File: config.mk
export PLATFORM = sky130hd
export DESIGN_NAME = fcode_alu
export DESIGN_NICKNAME = d
export VERILOG_FILES = /design/src/rtl/alu_pkg.sv /design/src/rtl/alu_addsub.sv /design/src/rtl/alu_shifter.sv /design/src/rtl/alu_logic.sv /design/src/rtl/fcode_alu.sv
export SDC_FILE = /design/constraint.sdc
export NUM_CORES = 1
export LEC_CHECK = 0
export BUFFER_PORTS_ARGS = -buffer_cell sky130_fd_sc_hd__buf_2
export CAP_MARGIN = 20
export CORE_AREA = 2 2 169 171
export DETAILED_ROUTE_END_ITERATION = 16
export DIE_AREA = 0 0 171 173
export MAX_ROUTING_LAYER = met4
export PLACE_DENSITY = 0.57
export SLEW_MARGIN = 40
export SYNTH_ARGS = -nofsm -noshare
export SYNTH_HDL_FRONTEND = slang
export SYNTH_SLANG_ARGS = --single-unit
File: constraint.sdc
create_clock -name vclk -period 8
set_clock_uncertainty 0.15 [all_clocks]
set_input_delay 1.6 -clock vclk [all_inputs]
set_output_delay 1.6 -clock vclk [all_outputs]
set_load 0.1 [all_outputs]
File: src/rtl/alu_pkg.sv
package alu_pkg;
  localparam int unsigned FN_W = 5;

  typedef struct packed {
    logic       sub;
    logic [1:0] sel;
    logic       shft;
    logic       math;
  } alu_fn_t;

  typedef enum logic [1:0] {
    PATH_LOGIC = 2'd0,
    PATH_SHIFT = 2'd1,
    PATH_ARITH = 2'd2
  } alu_path_e;

  function automatic alu_path_e pick_path(input alu_fn_t f);
    if (f.math)      return PATH_ARITH;
    else if (f.shft) return PATH_SHIFT;
    else             return PATH_LOGIC;
  endfunction

  function automatic logic ovf_of(input logic sa, input logic sb, input logic ss);
    return (sa == sb) && (ss != sa);
  endfunction
endpackage

File: src/rtl/alu_addsub.sv
module alu_addsub #(
  parameter int unsigned W = 32
) (
  input  logic [W-1:0] a,
  input  logic [W-1:0] b,
  input  logic         sub,
  output logic [W-1:0] sum,
  output logic         carry,
  output logic         ovf
);
  logic [W-1:0] b_eff;
  logic [W:0]   wide;

  assign b_eff = b ^ {W{sub}};
  assign wide  = {1'b0, a} + {1'b0, b_eff} + {{W{1'b0}}, sub};
  assign sum   = wide[W-1:0];
  assign carry = wide[W];
  assign ovf   = alu_pkg::ovf_of(a[W-1], b_eff[W-1], wide[W-1]);
endmodule

File: src/rtl/alu_shifter.sv
module alu_shifter #(
  parameter int unsigned W  = 32,
  parameter int unsigned SW = $clog2(W)
) (
  input  logic [W-1:0]  val,
  input  logic [SW-1:0] amt,
  input  logic          right,
  input  logic          arith,
  output logic [W-1:0]  out
);
  logic [W-1:0] val_rev;
  logic [W-1:0] fin_rev;
  logic [W-1:0] stage [0:SW];
  logic         fill;

  assign fill = right & arith & val[W-1];

  for (genvar i = 0; i < W; i++) begin : g_rev
    assign val_rev[i] = val[W-1-i];
    assign fin_rev[i] = stage[SW][W-1-i];
  end

  assign stage[0] = right ? val : val_rev;

  for (genvar k = 0; k < SW; k++) begin : g_stage
    localparam int unsigned STEP = 1 << k;
    assign stage[k+1] = amt[k] ? {{STEP{fill}}, stage[k][W-1:STEP]} : stage[k];
  end

  assign out = right ? stage[SW] : fin_rev;
endmodule

File: src/rtl/alu_logic.sv
module alu_logic #(
  parameter int unsigned W = 32
) (
  input  logic [W-1:0] a,
  input  logic [W-1:0] b,
  input  logic [1:0]   sel,
  output logic [W-1:0] out
);
  always_comb begin
    unique case (sel)
      2'b00:   out = a & b;
      2'b01:   out = a | b;
      2'b10:   out = a ^ b;
      default: out = ~(a | b);
    endcase
  end
endmodule

File: src/rtl/fcode_alu.sv
module fcode_alu #(
  parameter int unsigned WIDTH = 32
) (
  input  logic [WIDTH-1:0]         a_in,
  input  logic [WIDTH-1:0]         b_in,
  input  logic [alu_pkg::FN_W-1:0] fn,
  output logic [WIDTH-1:0]         result,
  output logic                     flag_n,
  output logic                     flag_v,
  output logic                     flag_c,
  output logic                     flag_z,
  output logic                     lt_s,
  output logic                     lt_u
);
  import alu_pkg::*;
  localparam int unsigned SHW = $clog2(WIDTH);

  alu_fn_t      code;
  alu_path_e    path;
  logic [WIDTH-1:0] sum_w, shift_w, logic_w;
  logic         carry_w, ovf_w;

  assign code = alu_fn_t'(fn);
  assign path = pick_path(code);

  alu_addsub #(.W(WIDTH)) u_add (
    .a(a_in), .b(b_in), .sub(code.sub),
    .sum(sum_w), .carry(carry_w), .ovf(ovf_w)
  );

  alu_shifter #(.W(WIDTH), .SW(SHW)) u_shift (
    .val(b_in), .amt(a_in[SHW-1:0]), .right(code.sel[1]), .arith(code.sel[0]),
    .out(shift_w)
  );

  alu_logic #(.W(WIDTH)) u_bool (
    .a(a_in), .b(b_in), .sel(code.sel), .out(logic_w)
  );

  always_comb begin
    unique case (path)
      PATH_ARITH: result = sum_w;
      PATH_SHIFT: result = shift_w;
      default:    result = logic_w;
    endcase
  end

  assign flag_n = sum_w[WIDTH-1];
  assign flag_v = ovf_w;
  assign flag_c = carry_w;
  assign flag_z = ~|result;
  assign lt_s   = flag_n ^ flag_v;
  assign lt_u   = ~flag_c;
endmodule

## Word-level counts from Yosys, hierarchy flattened

Index checks and enable logic that the tools add are counted.

| cells by class | value |
|---|---|
| add/subtract/negate cells | 2 |
| $mul | 0 |
| divide/modulo/power cells | 0 |
| order comparisons | 0 |
| equal/unequal tests | 6 |
| shifts and indexed selects | 0 |
| mux-type cells | 11 |
| bitwise gates (word level) | 9 |
| reductions and logical operators | 4 |

Operators by type and width:

| kind | number |
|---|---|
| $mux W32 | 7 |
| $pmux W32 S3 | 1 |
| $pmux W32 S2 | 1 |
| $xor A32 B32 Y32 | 2 |
| $add A32 B32 Y33 | 1 |
| $add A33 B1 Y33 | 1 |
| $and A32 B32 Y32 | 1 |
| $not A32 Y32 | 1 |
| $or A32 B32 Y32 | 1 |
| $reduce_or A32 Y1 | 1 |
| $eq A2 B1 Y1 const B | 2 |
| $eq A2 B2 Y1 const B | 2 |
| $and A1 B1 Y1 | 2 |
| $logic_not A2 Y1 | 1 |
| $mux W2 | 1 |
| $eq A1 B1 Y1 | 1 |
| $logic_and A1 B1 Y1 | 1 |
| $logic_not A1 Y1 | 1 |
| $mux W1 | 1 |
| $ne A1 B1 Y1 | 1 |
| $not A1 Y1 | 1 |
| $xor A1 B1 Y1 | 1 |

| word-level totals | value |
|---|---|
| flip-flop bits (word level) | 0 |
| bits in latches | 0 |
| bits in writable memories | 0 |
| memory bits (read-only) | 0 |
| bits of input ports | 69 |
| output and inout bits | 38 |
| word-level logic and storage cells | 32 |
| memories | 0 |

## Longest topological paths before layout

| depth | value |
|---|---|
| depth after elaboration | 11 |
| depth in mapped cells | 19 |
| mapped depth without buffers | 14 |

## By module

A second synthesis with hierarchy kept.

| unflattened totals | value |
|---|---|
| cells, all modules | 1,181 |
| area total of the unflattened synthesis | 8,867.3 um^2 |

Modules (own cells, without submodules):

| module | times used | cells an instance | area an instance (um^2) |
|---|---|---|---|
| alu_shifter | 1 | 479 | 3,881.2 |
| alu_logic | 1 | 306 | 2,242.2 |
| alu_addsub | 1 | 276 | 1,983.2 |
| fcode_alu | 1 | 120 | 760.7 |

## Worst setup path after synthesis

No wires, ideal clock.

| path | value |
|---|---|
| path kind | input -> output |
| start point | input fn[4] (netlist bit) |
| end point | output flag_z |
| arrival | 7.975 ns |
| data required time | 6.250 ns |
| setup slack | -1.725 ns |
| cell stages on the path | 17 |
| buffers on the path | 4 |
| cell sequence | clkbuf_1 buf_1 xor2_1 ha_1 buf_2 and3_1 nand3b_1 o211a_1 clkbuf_1 a21oi_1 o41a_1 mux2i_1 nand2_1 o311ai_0 nor4_1 nand4b_1 nor4_2 |

| on the way | value |
|---|---|
| word-level cells in the longest chain between the ends | 6 |

RTL lines:

| item | RTL line | source |
|---|---|---|
| from (decl) | fcode_alu.sv:6 | `input logic [alu_pkg::FN_W-1:0] fn,` |
| $xor A32 B32 Y32 | alu_addsub.sv:14 | `assign b_eff = b ^ {W{sub}};` |
| $add A32 B32 Y33 | alu_addsub.sv:15 | `assign wide = {1'b0, a} + {1'b0, b_eff} + {{W{1'b0}}, sub};` |
| $add A33 B1 Y33 * | alu_addsub.sv:15 |  |
| $pmux W32 S2 * | fcode_alu.sv:41 | `unique case (path)` |
| via result[26] | fcode_alu.sv:7 | `output logic [WIDTH-1:0] result,` |
| $reduce_or A32 Y1 * | fcode_alu.sv:51 | `assign flag_z = ~\|result;` |
| $logic_not A1 Y1 * | fcode_alu.sv:51 |  |
| to (decl) | fcode_alu.sv:11 | `output logic flag_z,` |

Mark *: on every way through the listed nets, which the timed path passes. The rest lies on a longest branch.

## Worst setup path in the final report

| path | value |
|---|---|
| start point | input fn[4] (netlist bit) |
| end point | output flag_z |

| on the way | value |
|---|---|
| word-level cells in the longest chain between the ends | 6 |

RTL lines:

| item | RTL line |
|---|---|
| $xor A32 B32 Y32 | alu_addsub.sv:14 |
| $add A32 B32 Y33 | alu_addsub.sv:15 |
| $add A33 B1 Y33 * | alu_addsub.sv:15 |
| $pmux W32 S2 * | fcode_alu.sv:41 |
| $reduce_or A32 Y1 * | fcode_alu.sv:51 |
| $logic_not A1 Y1 * | fcode_alu.sv:51 |

Mark *: on every way between the ends. The rest lies on a longest branch, timed or not.

==> metrics.md <==
| Metric | Value |
|---|---|
| Outcome | `finished, final reports clean` |
| Grt ovf | `0` |
| Initial core utilization | `between 30% and 40%` |
| # IOs | `around 110` |
| Required @ worst endpoint | `6.25 ns` |
| Die Y | `about 170 µm` |
| Synth unique cells | `85` |
| Largest net degree at the start of global routing | `54` |
| Hold Vio Cnt, Final | `0` |
| I/O Buffers | `about 110` |
| Placed cells | `1708` |
| Worst Tran Pin Value | `between 0.9 and 1 ns` |
| Kind of critical path | `primary input to output pin` |
| Post-CTS Hold Buffers | `0` |
| Worst setup endpoint | `flag_z` |
| Seq. cell area | `0 µm²` |
| Die W | `approximately 170 µm` |
| Die area | `0.0296 mm²` |
| Pre-antenna DRT Iters | `7` |
| Rows | `61` |
| Routed Antenna Nets | `0` |
| Post-CTS Setup Inserts | `0` |
| Leak pwr | `between 4 and 5 nW` |
| CP Capture Type | `output pin` |
| CORE AREA | `0.0276 mm²` |
| WL per Instance | `between 20 and 30 µm` |
| Worst min-delay path class | `primary input to output pin` |
| First-pass GRT wire length | `approximately 66000 µm` |
| Crit path time final | `roughly 7.8 ns` |
| Fin Hold WS | `3.63 ns` |
| Area added between synthesis and finish | `12.2%` |
| Syn Std Cell Area | `roughly 0.009 mm²` |
| Final Cycle Share | `between 90% and 100%` |
| TNS Setup | `0 ns` |
| Commonest non-fill, non-tap cell in the layout | `nand2_1` |
| Clkbuf count | `0` |
| Vias in the first global route | `10200` |
| Vias | `around 11000` |
| Slew HR | `39.2%` |
| Residual DRC count | `0` |
| Critical path fanouts, max | `21` |
| Synth Area per Inst | `between 7 and 8 µm²` |
| Critical path launch point type | `primary input` |
| Post-Synthesis Cells | `approximately 1300` |
| Post-Syn Nets | `about 1400` |
| Final setup viols | `0` |
| First-iteration detailed-routing DRC count | `roughly 1400` |
| Max Slew Vio Count | `0` |
| Initial antenna violation count | `4` |
| Fmax | `around 130 MHz` |
| Power Total | `between 1 and 1.5 mW` |
| Post-layout util | `roughly 37%` |
| Critical path arrival | `approximately 6.0 ns` |
| Total Routing Usage GR | `between 30% and 40%` |
| Max VDD drop | `about 100 µV` |
| Post-DP HPWL | `between 30000 and 40000 µm` |
| Ys Warns | `0` |
| CP startpoint | `fn[4]` |
| Layout Nets | `1506` |
| Commonest non-fill, non-tap cells in the layout | `nand2_1, nor2_1, ha_1` |
| MaxCap Viol Count | `0` |
| Share of the yosys chip area belonging to registers | `0%` |
| Finished Layout Cells | `1710` |
| Vias per std cell | `approximately 6.4` |
| Layout cells sized above 1 | `between 10% and 20%` |
| WL final | `around 45000 µm` |
| RSZ-0062 raised after global routing | `no` |
| Routability congestion estimate | `about 1.1` |
| PD cells | `between 100 and 150 mW/mm²` |
| Seq_cells | `0` |
[how the worst min path moves through the flow]
stage / start / slack, ns / depth (start not counted) / endpoint
final: a_in[31] / 3.63 / 4 / lt_u
after global routing: a_in[31] / 3.67 / 4 / lt_s
after CTS: a_in[31] / 3.63 / 4 / lt_u
after detailed placement: a_in[31] / 3.63 / 4 / lt_u
after global placement: a_in[31] / 3.63 / 4 / lt_s
after floorplan: fn[0] / 3.52 / 3 / result[12]
[synthesized netlist by cell type, drive strengths merged, types with 10 or more instances]
cell type	n	area share, %
o22ai	31	2.2
o21ai	79	4.4
nand4	15	1.0
xor2	37	3.6
inv	84	3.5
o211ai	25	2.1
ha	103	14
nand3	30	1.7
nor2	104	4.3
a21o	18	1.5
a211oi	29	2.5
xnor2	11	1.1
a21oi	78	4.3
nor2b	10	0.70
buf	43	3.2
a22oi	10	0.89
nand2	114	4.8
mux2i	89	9.9
or2	12	0.84
clkbuf	69	2.9
nor3	23	1.3
o221ai	13	1.3
mux4	32	8.0
o22a	10	0.97
mux2	24	3.2
nand2b	17	1.2
[kinds of logic (layout without fill, tap and decap cells)]
group / Yosys count / in the layout / synth area share (%)
AOI/OAI and AO/OA: 390 / 390 / 29.4
xor gates and xnor gates: 48 / 48 / 4.68
adders and majority gates: 104 / 104 / 14.6
buffers and inverters: 199 / 262 / 9.70
muxes: 145 / 145 / 21.1
other: 0 / 1 / 0
and+or+nand+nor: 382 / 382 / 20.6
[what timing repair did]
action | 4_1_cts | 5_1_grt
endpoints found under the hold margin | 0 | 0
setup endpoints to repair | 0 | 1
resized for setup | 0 | 1
[area by class of cell]
cell class | count | area (µm²)
tap | 378 | 473
multi-input combinational | 1069 | 8160
inverter | 87 | 327
timing repair buffer | 175 | 1120
fill | 3028 | 17500
antenna | 1 | 2.50
[through the flow]
stage                     instance area, µm²  setup slack (ns)
after global routing                   10100           0.00545
after floorplan                         9100            -0.846
final                                  10100             0.207
after CTS                              10100             0.152
after global placement                 10100             0.250
after detailed placement               10100             0.157
[report_power, final]
part           leakage [nW]  switching [mW]  internal (mW)
sequential                0               0              0
clock            0.00000936               0  0.00000000389
combinational          4.52           0.878          0.350
total                  4.52           0.878          0.350
[critical path, stage by stage]
cell and delay (ns):
buf_2 0.33, buf_6 0.32, xor2_1 0.11, ha_1 0.48, nand4_1 0.21, or2_2 0.31, o22ai_1 0.25, o21ai_0 0.18
mux2i_1 0.15, a221o_1 0.32, or4b_1 0.55, nor4_2 0.43, nand4b_1 0.21, nor4_2 0.35, buf_12 0.22
[routing by layer]
layer / part of all wire [%] / wire length (µm) / track usage (%) / vias up
met4: 4.7 / 2150 / 10.1 / 0
met2: 42 / 19000 / 45.0 / 687
met5: 0 / 0 / - / -
met3: 11 / 4770 / 5.10 / 128
li1: - / - / - / 4858
met1: 43 / 19400 / 41.7 / 5277
Note: power is estimated with default switching activity, not from simulation.
